===== config.mk =====
export PLATFORM = sky130hd
export DESIGN_NAME = flash_cmd_decoder
export DESIGN_NICKNAME = d
export VERILOG_FILES = /design/src/rtl/fcd_pkg.sv /design/src/rtl/fcd_cmd_classify.sv /design/src/rtl/fcd_id_table.sv /design/src/rtl/fcd_seq_ctrl.sv /design/src/rtl/flash_cmd_decoder.sv
export SDC_FILE = /design/constraint.sdc
export NUM_CORES = 1
export LEC_CHECK = 0
export BUFFER_PORTS_ARGS = -buffer_cell sky130_fd_sc_hd__buf_2
export CAP_MARGIN = 0
export CORE_MARGIN = 3
export CORE_UTILIZATION = 40
export DETAILED_ROUTE_END_ITERATION = 8
export GPL_ROUTABILITY_DRIVEN = 0
export PLACE_DENSITY = 0.74
export SLEW_MARGIN = 30
export SYNTH_ARGS = -nofsm -noshare
export SYNTH_HDL_FRONTEND = slang
export SYNTH_SLANG_ARGS = --single-unit
export TNS_END_PERCENT = 10

===== constraint.sdc =====
create_clock -name clk -period 1.78 [get_ports clk]
set_input_delay 0.178 -clock clk [delete_from_list [all_inputs] [get_ports clk]]
set_output_delay 0.178 -clock clk [all_outputs]
set_load 0.01 [all_outputs]

===== src/rtl/fcd_pkg.sv =====
// Package: shared types and command constants of the flash command decoder.
// Assumes command codes sit in data bits 7..0 and command offsets in address bits 11..0.
package fcd_pkg;

    typedef enum logic [3:0] {
        SQ_IDLE,      // waiting for the first write of a sequence
        SQ_U1,        // first unlock write seen
        SQ_U2,        // unlock pair complete
        SQ_PROG,      // waiting for program address/data
        SQ_E1,        // erase setup seen
        SQ_E2,        // erase setup + first unlock
        SQ_E3,        // erase setup + unlock pair
        SQ_CFG,       // waiting for configuration data
        SQ_BP_PROG,   // bypass program armed
        SQ_BP_ERASE,  // bypass erase armed
        SQ_BP_EXIT,   // bypass exit armed
        SQ_ACC        // accelerated program armed
    } seq_t;

    typedef enum logic [1:0] {
        MD_ARRAY  = 2'd0,
        MD_IDREAD = 2'd1,
        MD_QUERY  = 2'd2,
        MD_BYPASS = 2'd3
    } mode_t;

    localparam logic [1:0] RSEL_ARRAY = 2'd0;
    localparam logic [1:0] RSEL_ID    = 2'd1;
    localparam logic [1:0] RSEL_QUERY = 2'd2;

    localparam logic [11:0] OFS_KEY_A = 12'h555;
    localparam logic [11:0] OFS_KEY_B = 12'h2AA;
    localparam logic [11:0] OFS_QUERY = 12'h055;

    localparam logic [7:0] CMD_KEY_A    = 8'hAA;
    localparam logic [7:0] CMD_KEY_B    = 8'h55;
    localparam logic [7:0] CMD_PROG     = 8'hA0;
    localparam logic [7:0] CMD_ERSETUP  = 8'h80;
    localparam logic [7:0] CMD_CHIP     = 8'h10;
    localparam logic [7:0] CMD_SECT_RES = 8'h30;
    localparam logic [7:0] CMD_IDENT    = 8'h90;
    localparam logic [7:0] CMD_BYPASS   = 8'h20;
    localparam logic [7:0] CMD_CFG      = 8'hD0;
    localparam logic [7:0] CMD_QUERY    = 8'h98;
    localparam logic [7:0] CMD_SUSPEND  = 8'hB0;
    localparam logic [7:0] CMD_RESET    = 8'hF0;
    localparam logic [7:0] CMD_BPEXIT   = 8'h00;

endpackage


===== src/rtl/fcd_cmd_classify.sv =====
// Module: classifies one bus write into offset and code matches.
// Assumes the caller passes only address bits 11..0 and data bits 7..0,
// so higher bits cannot influence decoding.
module fcd_cmd_classify
    import fcd_pkg::*;
(
    input  logic [11:0] ofs,
    input  logic [7:0]  code,
    output logic        at_key_a,
    output logic        at_query,
    output logic        is_key_a,
    output logic        is_key_b
);

    // Offset and unlock-pattern comparison.
    always_comb begin
        at_key_a = (ofs == OFS_KEY_A);
        at_query = (ofs == OFS_QUERY);
        is_key_a = at_key_a && (code == CMD_KEY_A);
        is_key_b = (ofs == OFS_KEY_B) && (code == CMD_KEY_B);
    end

endmodule


===== src/rtl/fcd_id_table.sv =====
// Module: identifier byte lookup by read offset.
// Assumes the read path selects this byte only while in identifier mode.
module fcd_id_table #(
    parameter int          ID_OFS_W  = 8,
    parameter logic [7:0]  ORDER_OPT = 8'h00
) (
    input  logic [ID_OFS_W-1:0] ofs,
    output logic [7:0]          id_byte
);

    localparam logic [ID_OFS_W-1:0] OFS_MFR  = ID_OFS_W'(0);
    localparam logic [ID_OFS_W-1:0] OFS_DEV0 = ID_OFS_W'(1);
    localparam logic [ID_OFS_W-1:0] OFS_DEV1 = ID_OFS_W'(14);
    localparam logic [ID_OFS_W-1:0] OFS_DEV2 = ID_OFS_W'(15);

    // Map offset to identifier byte; unknown offsets read zero.
    always_comb begin
        if (ofs == OFS_MFR)       id_byte = 8'h01;
        else if (ofs == OFS_DEV0) id_byte = 8'h7E;
        else if (ofs == OFS_DEV1) id_byte = 8'h09;
        else if (ofs == OFS_DEV2) id_byte = ORDER_OPT;
        else                      id_byte = 8'h00;
    end

endmodule


===== src/rtl/fcd_seq_ctrl.sv =====
// Module: command sequence state machine and bank mode tracker.
// Assumes writes last one cycle each and that op_busy falls when an embedded
// erase ends. All strobes are registered and last exactly one cycle.
module fcd_seq_ctrl
    import fcd_pkg::*;
#(
    parameter int ADDR_W = 20,
    parameter int DATA_W = 32
) (
    input  logic              clk,
    input  logic              rst_n,
    input  logic              wr_en,
    input  logic [ADDR_W-1:0] wr_addr,
    input  logic [DATA_W-1:0] wr_data,
    input  logic              at_key_a,
    input  logic              at_query,
    input  logic              is_key_a,
    input  logic              is_key_b,
    input  logic              acc_hv,
    input  logic              op_busy,
    output logic              prog_stb,
    output logic              chip_erase_stb,
    output logic              sect_erase_stb,
    output logic              suspend_stb,
    output logic              resume_stb,
    output logic              cfg_wr_stb,
    output logic [ADDR_W-1:0] op_addr,
    output logic [DATA_W-1:0] op_data,
    output mode_t             mode,
    output logic              suspended
);

    seq_t              seq, seq_n;
    mode_t             mode_n;
    logic              susp_n, erasing, ers_n, busy_q;
    logic              prog_n, ce_n, se_n, sus_n, res_n, cfg_n;
    logic [ADDR_W-1:0] addr_n;
    logic [DATA_W-1:0] data_n;
    logic [7:0]        code;

    assign code = wr_data[7:0];

    // Next-state decode of the current write against sequence and mode.
    always_comb begin
        seq_n  = seq;
        mode_n = mode;
        susp_n = suspended;
        ers_n  = erasing;
        addr_n = op_addr;
        data_n = op_data;
        prog_n = 1'b0;
        ce_n   = 1'b0;
        se_n   = 1'b0;
        sus_n  = 1'b0;
        res_n  = 1'b0;
        cfg_n  = 1'b0;
        if (busy_q && !op_busy) ers_n = 1'b0;
        if (wr_en) begin
            seq_n = SQ_IDLE;
            unique case (seq)
                SQ_IDLE: begin
                    unique case (mode)
                        MD_IDREAD, MD_QUERY: begin
                            if (code == CMD_RESET) mode_n = MD_ARRAY;
                        end
                        MD_BYPASS: begin
                            if (code == CMD_PROG)         seq_n = SQ_BP_PROG;
                            else if (code == CMD_ERSETUP) seq_n = SQ_BP_ERASE;
                            else if (code == CMD_IDENT)   seq_n = SQ_BP_EXIT;
                        end
                        default: begin
                            if (is_key_a) begin
                                seq_n = SQ_U1;
                            end else if (code == CMD_QUERY && at_query && !suspended) begin
                                mode_n = MD_QUERY;
                            end else if (code == CMD_SUSPEND && erasing) begin
                                sus_n  = 1'b1;
                                susp_n = 1'b1;
                                ers_n  = 1'b0;
                            end else if (code == CMD_SECT_RES && suspended) begin
                                res_n  = 1'b1;
                                susp_n = 1'b0;
                                ers_n  = 1'b1;
                            end else if (code == CMD_PROG && acc_hv) begin
                                seq_n = SQ_ACC;
                            end
                        end
                    endcase
                end
                SQ_U1: if (is_key_b) seq_n = SQ_U2;
                SQ_U2: begin
                    if (at_key_a) begin
                        if (code == CMD_PROG) seq_n = SQ_PROG;
                        else if (code == CMD_ERSETUP && !suspended) seq_n = SQ_E1;
                        else if (code == CMD_IDENT) mode_n = MD_IDREAD;
                        else if (code == CMD_BYPASS && !suspended) mode_n = MD_BYPASS;
                        else if (code == CMD_CFG) seq_n = SQ_CFG;
                    end
                end
                SQ_E1: if (is_key_a) seq_n = SQ_E2;
                SQ_E2: if (is_key_b) seq_n = SQ_E3;
                SQ_E3: begin
                    if (code == CMD_CHIP && at_key_a) begin
                        ce_n = 1'b1;
                    end else if (code == CMD_SECT_RES) begin
                        se_n   = 1'b1;
                        ers_n  = 1'b1;
                        addr_n = wr_addr;
                    end
                end
                SQ_PROG, SQ_ACC, SQ_BP_PROG: begin
                    prog_n = 1'b1;
                    addr_n = wr_addr;
                    data_n = wr_data;
                end
                SQ_CFG: begin
                    if (!op_busy && !suspended) begin
                        cfg_n  = 1'b1;
                        data_n = wr_data;
                    end
                end
                SQ_BP_ERASE: if (code == CMD_CHIP) ce_n = 1'b1;
                SQ_BP_EXIT:  if (code == CMD_BPEXIT) mode_n = MD_ARRAY;
                default: seq_n = SQ_IDLE;
            endcase
        end
    end

    // State, mode and strobe registers with synchronous reset.
    always_ff @(posedge clk) begin
        if (!rst_n) begin
            seq            <= SQ_IDLE;
            mode           <= MD_ARRAY;
            suspended      <= 1'b0;
            erasing        <= 1'b0;
            busy_q         <= 1'b0;
            op_addr        <= '0;
            op_data        <= '0;
            prog_stb       <= 1'b0;
            chip_erase_stb <= 1'b0;
            sect_erase_stb <= 1'b0;
            suspend_stb    <= 1'b0;
            resume_stb     <= 1'b0;
            cfg_wr_stb     <= 1'b0;
        end else begin
            seq            <= seq_n;
            mode           <= mode_n;
            suspended      <= susp_n;
            erasing        <= ers_n;
            busy_q         <= op_busy;
            op_addr        <= addr_n;
            op_data        <= data_n;
            prog_stb       <= prog_n;
            chip_erase_stb <= ce_n;
            sect_erase_stb <= se_n;
            suspend_stb    <= sus_n;
            resume_stb     <= res_n;
            cfg_wr_stb     <= cfg_n;
        end
    end

endmodule


===== src/rtl/flash_cmd_decoder.sv =====
// Module: top of the flash command decoder.
// Classifies writes, runs the sequence machine and drives the read-path
// select and identifier byte. Assumes ADDR_W >= 12 and DATA_W >= 8.
module flash_cmd_decoder
    import fcd_pkg::*;
#(
    parameter int         ADDR_W    = 20,
    parameter int         DATA_W    = 32,
    parameter int         ID_OFS_W  = 8,
    parameter logic [7:0] ORDER_OPT = 8'h00
) (
    input  logic                clk,
    input  logic                rst_n,
    input  logic                wr_en,
    input  logic [ADDR_W-1:0]   wr_addr,
    input  logic [DATA_W-1:0]   wr_data,
    input  logic                acc_hv,
    input  logic                op_busy,
    input  logic [ID_OFS_W-1:0] rd_ofs,
    output logic                prog_stb,
    output logic                chip_erase_stb,
    output logic                sect_erase_stb,
    output logic                suspend_stb,
    output logic                resume_stb,
    output logic                cfg_wr_stb,
    output logic [ADDR_W-1:0]   op_addr,
    output logic [DATA_W-1:0]   op_data,
    output logic [1:0]          rd_sel,
    output logic [7:0]          id_byte,
    output logic                bypass_on,
    output logic                erase_suspended
);

    logic  at_key_a, at_query, is_key_a, is_key_b;
    mode_t mode;

    fcd_cmd_classify u_classify (
        .ofs      (wr_addr[11:0]),
        .code     (wr_data[7:0]),
        .at_key_a (at_key_a),
        .at_query (at_query),
        .is_key_a (is_key_a),
        .is_key_b (is_key_b)
    );

    fcd_seq_ctrl #(
        .ADDR_W (ADDR_W),
        .DATA_W (DATA_W)
    ) u_seq (
        .clk            (clk),
        .rst_n          (rst_n),
        .wr_en          (wr_en),
        .wr_addr        (wr_addr),
        .wr_data        (wr_data),
        .at_key_a       (at_key_a),
        .at_query       (at_query),
        .is_key_a       (is_key_a),
        .is_key_b       (is_key_b),
        .acc_hv         (acc_hv),
        .op_busy        (op_busy),
        .prog_stb       (prog_stb),
        .chip_erase_stb (chip_erase_stb),
        .sect_erase_stb (sect_erase_stb),
        .suspend_stb    (suspend_stb),
        .resume_stb     (resume_stb),
        .cfg_wr_stb     (cfg_wr_stb),
        .op_addr        (op_addr),
        .op_data        (op_data),
        .mode           (mode),
        .suspended      (erase_suspended)
    );

    fcd_id_table #(
        .ID_OFS_W  (ID_OFS_W),
        .ORDER_OPT (ORDER_OPT)
    ) u_id (
        .ofs     (rd_ofs),
        .id_byte (id_byte)
    );

    // Read-path select and bypass flag follow the bank mode.
    always_comb begin
        unique case (mode)
            MD_IDREAD: rd_sel = RSEL_ID;
            MD_QUERY:  rd_sel = RSEL_QUERY;
            default:   rd_sel = RSEL_ARRAY;
        endcase
        bypass_on = (mode == MD_BYPASS);
    end

endmodule


==> run metrics, run 1 <==
outcome finished, violations left; failing checks negative setup slack; Synth Area in Adders 2.02%; CP Cell Sequence or4bb_4, nor4_2, buf_4, o21ai_4, buf_12, mux2i_1, nor2_1; CTS Sinks 67; PwrDens 640 mW/mm²; grt ovf 0; FF+latch count, synth 67; met3 wire len approximately 760 µm; clock input transition at the sequential cells of the worst setup and hold paths about 0.080 ns; post-synthesis cell type count 47; first-pass GRT wire length between 15000 and 20000 µm; final setup TNS -0.525 ns; syn nets about 450; Area growth, synth to finish 53.1%; slowest cell delay on critical path ~0.55 ns; iteration-0 DRC count of the detailed router 208; die height 94.0 µm; via count 3492; CTS Buffer Depth 2; clock latency at the later pin of the worst-skew pair between 0.3 and 0.4 ns; Yosys top cell area share a little over two fifths; hold path start wr_data[11]; share of cells above drive strength 1 around 48%; TritonCTS clock tree built; area of the multi-input gates roughly 0.0019 mm²; hold endpoint u_seq.op_data[11]; Syn Area/Cell between 8 and 9 µm²; clk root buf clkbuf_8; # DRC 0; Final Core Density between 60 and 70%; wire per inst between 15 and 20 µm; startpoint types register; Syn. warnings 0; Initial Util a little over two fifths; RSZ-0062 raised after global routing true; ANT nets after route 0; Hold Crit Depth 3; total track usage 21.4%; Mapped Cells ~380; n_diodes 0; most common cell in the netlist nand2_1; Nets 620; pin count of the biggest net entering global routing 33; Hold Violations, Final 0; Sequential Area between 0.001 and 0.0015 mm²; setup slack, reg-to-reg -0.04 ns; dpl ws -0.279 ns; WL met1 about 4100 µm; CTS Buf Count 9; Crit path required time approximately 2 ns; Slowest-stage cell, CP or4bb_4; complex-gate fraction of the synthesized area between 10% and 20%; Post-Synthesis Cell Area 0.00310 mm²; Main synth FF type dfxtp_1; Pins Over Slew Limit 0; Seq/Total Area, Yosys a little over two fifths; cell taking the most area after synthesis dfxtp_1; reg-to-reg startpoint u_seq.seq[3]; CP Max Fanout 20; initial antenna violation count 0; row count 31; vias per inst between 5 and 6; r2r worst-path depth 7; Fin Clk Skew 0.00986 ns; CTS H-tree depth 3; Max Freq 550 MHz; Die ar. 0.00884 mm²; vias in the first global route 3323; Post-Route WL 9940 µm; nature of the critical path endpoint register; number of synthesized flops with an enable pin 0; largest family of logic cells by synthesized area simple AND/OR/NAND/NOR gates; cts hold-fix bufs 0; crit path DAT 2.04 ns; min Tclk post-route roughly 1.8 ns; DR pass1 iterations 5; number of max-cap violations 0; leakage 0.00225 µW; Fill cells roughly 650; period utilization 102%; # IOs between 100 and 150; worst hold path class primary input to register; DIE WIDTH roughly 94 µm; Post-Synth Simple-Gate Area 31.0%; min setup slack post-route -0.0380 ns; critical path class register to register; top layer in use met4; Async S/R FF share, synth 0%; core area ~0.0074 mm²; multiplexer share of the synthesized area under 10%; synth cell count leaders nand2_1, dfxtp_1, a21oi_1; Synth area leaders dfxtp_1, nand2_1, mux2i_1, a21oi_1, nor2_1; XOR/XNOR Fraction of Synth Area 0%; worst ir drop on vdd between 0.7 and 0.8 mV; final setup fails 24; reg2reg end u_seq.op_addr[10]; met2 routed WL ~4800 µm; PortBufs ~130; Final HPWL DP 7100 µm
worst max path at each step:
stage / start / endpoint / slack (ns) / cells past startpoint
3_3_place_gp: wr_data[1] / u_seq.suspended / -0.25 / 5
5_1_grt: u_seq.seq[2] / u_seq.resume_stb / -0.11 / 5
3_5_place_dp: wr_data[1] / u_seq.suspended / -0.28 / 5
6_report: u_seq.seq[3] / u_seq.op_addr[10] / -0.04 / 7
2_1_floorplan: wr_data[1] / u_seq.suspended / -0.11 / 4
4_1_cts: u_seq.seq[1] / u_seq.suspended / -0.06 / 6
critical path: cells and delay by family, from the launching register on:
kind / cells / cell delay, ns
flops: 1 / 0.34
compound gates: 1 / 0.07
buf+inv: 2 / 0.36
mux: 1 / 0.16
simple gates: 3 / 0.78
kinds of logic (layout without fill, tap and decap cells):
logic type                 after synthesis  in the layout
DFF                                     67             67
and+or+nand+nor                        188            188
buffers and inverters                   31            207
other                                    1              1
adders and majority gates                5              5
muxes                                   23             23
AOI/OAI and AO/OA                       64             64
sequential cells by signal, indices dropped and copies added, names as in the netlist:
register              flops
u_seq.suspend_stb         1
u_seq.busy_q              1
u_seq.seq                 4
u_seq.resume_stb          1
u_seq.prog_stb            1
u_seq.suspended           1
u_seq.sect_erase_stb      1
u_seq.cfg_wr_stb          1
u_seq.op_data            32
u_seq.erasing             1
u_seq.chip_erase_stb      1
u_seq.op_addr            20
u_seq.mode                2
area by class of cell:
type / count / share of cell area [%]
clock inverter: 7 / 1.61
inverter: 4 / 0.317
tap: 99 / 2.61
clock buffer: 9 / 2.61
sequential: 67 / 28.4
multi-input combinational: 281 / 39.7
timing repair buffer: 187 / 24.8
per-layer routing:
metal / vias up / GRT usage [%]
met5: - / 0
met4: 0 / 11.1
met3: 23 / 5.45
met2: 143 / 34.2
met1: 1650 / 26.5
li1: 1676 / -
repair_timing:
item	CTS	global route
setup endpoints to repair	61	62
pin swaps	3	8
cloned	1	2
resized for setup	23	47
buffers inserted	1	2
placed cells by master, fill, tap and decap left out, types with 5 or more instances in the layout:
master,count
buf_2,133
nand2_1,72
dfxtp_1,63
buf_4,45
nor2_1,34
a21oi_2,23
mux2i_1,23
a21oi_1,13
clkbuf_8,9
nor3_1,6
nand3_1,5
and3_1,5
o21ai_0,5
ha_1,5
metrics by stage:
| step | std cells | cell area, µm² | power, µW | hold slack (ns) |
|---|---|---|---|---|
| after floorplan | 379 | 3100 | 1620 | 0.305 |
| after global placement | 632 | 4170 | 1750 | 0.406 |
| after detailed placement | 632 | 4170 | 1760 | 0.425 |
| after CTS | 650 | 4500 | 3040 | 0.0580 |
| after global routing | 654 | 4740 | 3150 | 0.0689 |
| final | 654 | 4740 | 3030 | 0.0665 |
power by group:
part | internal (µW) | total, µW | switching [µW] | leakage, µW
clock network | 659 | 1290 | 633 | 0.000102
registers | 1500 | 1500 | 1.28 | 0.000542
logic | 112 | 241 | 129 | 0.00160
No activity file was read; power rests on OpenSTA's default activity.
==> inputs of run 2 (changes only) <==
- CORE_ASPECT_RATIO: unset -> 0.75
==> run metrics, run 2 (synthesis gave the netlist of run 1 again) <==
outcome finished, violations left; failing checks negative setup slack; DIE WIDTH roughly 110 µm; min setup slack post-route -0.0768 ns; Largest register FFs 32; share of cells above drive strength 1 between 40% and 50%; CTS H-tree depth 3; top flop regs u_seq.op_data: 32 flops, u_seq.op_addr: 20 flops, u_seq.seq: 4 flops; Initial Util a little over two fifths; TritonCTS clock tree built; met3 wire len between 900 and 1000 µm; sequential share of power around half; crit path DAT roughly 2.1 ns; Post-CTS Setup Inserts 0; setup slack, reg-to-reg -0.08 ns; via count ~3400; Fin Clk Skew ~0.016 ns; most common cell after layout, fill and taps aside buf_2; CP Capture Point u_seq.op_addr[15]; Psw 747 µW; final hold slack 0.0700 ns; startpoint types register; n_diodes 0; leakage 0.00219 µW; reg-to-reg startpoint u_seq.seq[0]; r2r worst-path depth 9; Fill cells between 600 and 700; most frequent cells in the layout buf_2, nand2_1, dfxtp_1; clk root buf clkbuf_8; vias per inst 5.24; WL met1 between 4000 and 5000 µm; met2 routed WL ~4500 µm; CP Max Fanout 5; final setup fails 23; wire per inst 15.2 µm; clock latency at the later pin of the worst-skew pair roughly 0.34 ns; number of max-cap violations 0; Comb power frac approximately 7.9%; CTS Buffer Depth 2; Max Freq roughly 540 MHz; total track usage between 20% and 30%; dpl ws -0.271 ns; Hold Violations, Final 0; # DRC 0; final std cells w/o fill around 650; hold path start wr_data[15]; Int Power 2270 µW; Final HPWL DP 7000 µm; placed cells about 630; Clock power frac a little over two fifths; PortBufs roughly 130; CTS Sinks 67; critical path class register to register; core area around 0.0074 mm²; PwrDens about 650 mW/mm²; Die ar. just under 0.009 mm²; power consumption between 3000 and 4000 µW; Sequential Area 0.00135 mm²; worst hold path class primary input to register; Crit path required time between 2 and 2.5 ns; Reg with most FFs u_seq.op_data; iteration-0 DRC count of the detailed router between 200 and 250; CTS Buf Count 9; initial antenna violation count 0; first-pass GRT wire length between 15000 and 20000 µm; Sw Share between 20% and 30%; nature of the critical path endpoint register; worst ir drop on vdd 0.426 mV; Rel. slew slack 63.1%; Hold Crit Depth 3; period utilization 104%; ANT nets after route 0; die height between 80 and 90 µm; RSZ-0062 raised after global routing true; reg2reg end u_seq.op_addr[15]; top layer in use met4; Crit. Startpoint u_seq.seq[0]; area of the multi-input gates roughly 0.0018 mm²; vias in the first global route between 3000 and 4000; clock input transition at the sequential cells of the worst setup and hold paths roughly 0.08 ns; DR pass1 iterations 4; pin count of the biggest net entering global routing 42; Nets between 600 and 700; min Tclk post-route 1.86 ns; Pins Over Slew Limit 0; slew of the pin with the lowest slew margin 0.551 ns; # IOs roughly 140; grt ovf 0; row count 27; Area growth, synth to finish 49.2%; cts hold-fix bufs 0; Post-Route WL 9930 µm
[run 2: cell type report]
| cell class | instances | share of cell area [%] |
|---|---|---|
| well taps | 101 | 2.73 |
| clock inverters | 7 | 1.60 |
| flip-flops and latches | 67 | 29.1 |
| clock buffers | 9 | 2.68 |
| inverters | 4 | 0.325 |
| repair buffers | 182 | 24.8 |
| multi-input cells | 281 | 38.8 |
[run 2: worst min path at each step]
stage          slack, ns           endpoint
3_5_place_dp        0.42  u_seq.op_addr[17]
2_1_floorplan       0.31       u_seq.busy_q
6_report            0.07  u_seq.op_data[15]
4_1_cts             0.05  u_seq.op_addr[13]
3_3_place_gp        0.41  u_seq.op_addr[19]
5_1_grt             0.05  u_seq.op_data[15]
[run 2: through the flow]
| step | util [%] | instance area [µm²] | TNS, ns |
|---|---|---|---|
| finish | 62.2 | 4620 | -0.873 |
| global route | 62.2 | 4620 | -5.34 |
| CTS | 61.6 | 4580 | -0.552 |
| detailed placement | 56.1 | 4170 | -8.60 |
| global placement | 56.1 | 4170 | -6.67 |
| floorplan | - | 3100 | -0.244 |
[run 2: repair_timing]
item                       CTS  global route
setup endpoints to repair   62            61
pin swaps                    7             4
gates cloned                 3             0
gates resized for setup     28            11
[run 2: routing by layer]
metal / vias to the layer above / track usage [%]
met3: 4 / 7.77
met5: - / 0
li1: 1661 / -
met1: 1591 / 28.2
met4: 0 / 4.79
met2: 152 / 35.0
[run 2: power by group through the flow]
stage / Clock (µW) / Sequential (µW) / Combinational [µW]
after floorplan: 0 / 1540 / 80.2
after CTS: 1310 / 1500 / 229
after global placement: 0 / 1540 / 218
after detailed placement: 0 / 1540 / 221
after global routing: 1390 / 1500 / 255
final: 1270 / 1500 / 237
[run 2: worst max-delay path, stage by stage (launching register included)]
cell       delay, ns
dfxtp_2         0.33
buf_4           0.14
buf_4           0.13
nand2_1         0.15
a21oi_2         0.09
buf_4           0.14
o21ai_4         0.30
clkbuf_16       0.23
mux2i_1         0.19
nor2_1          0.05
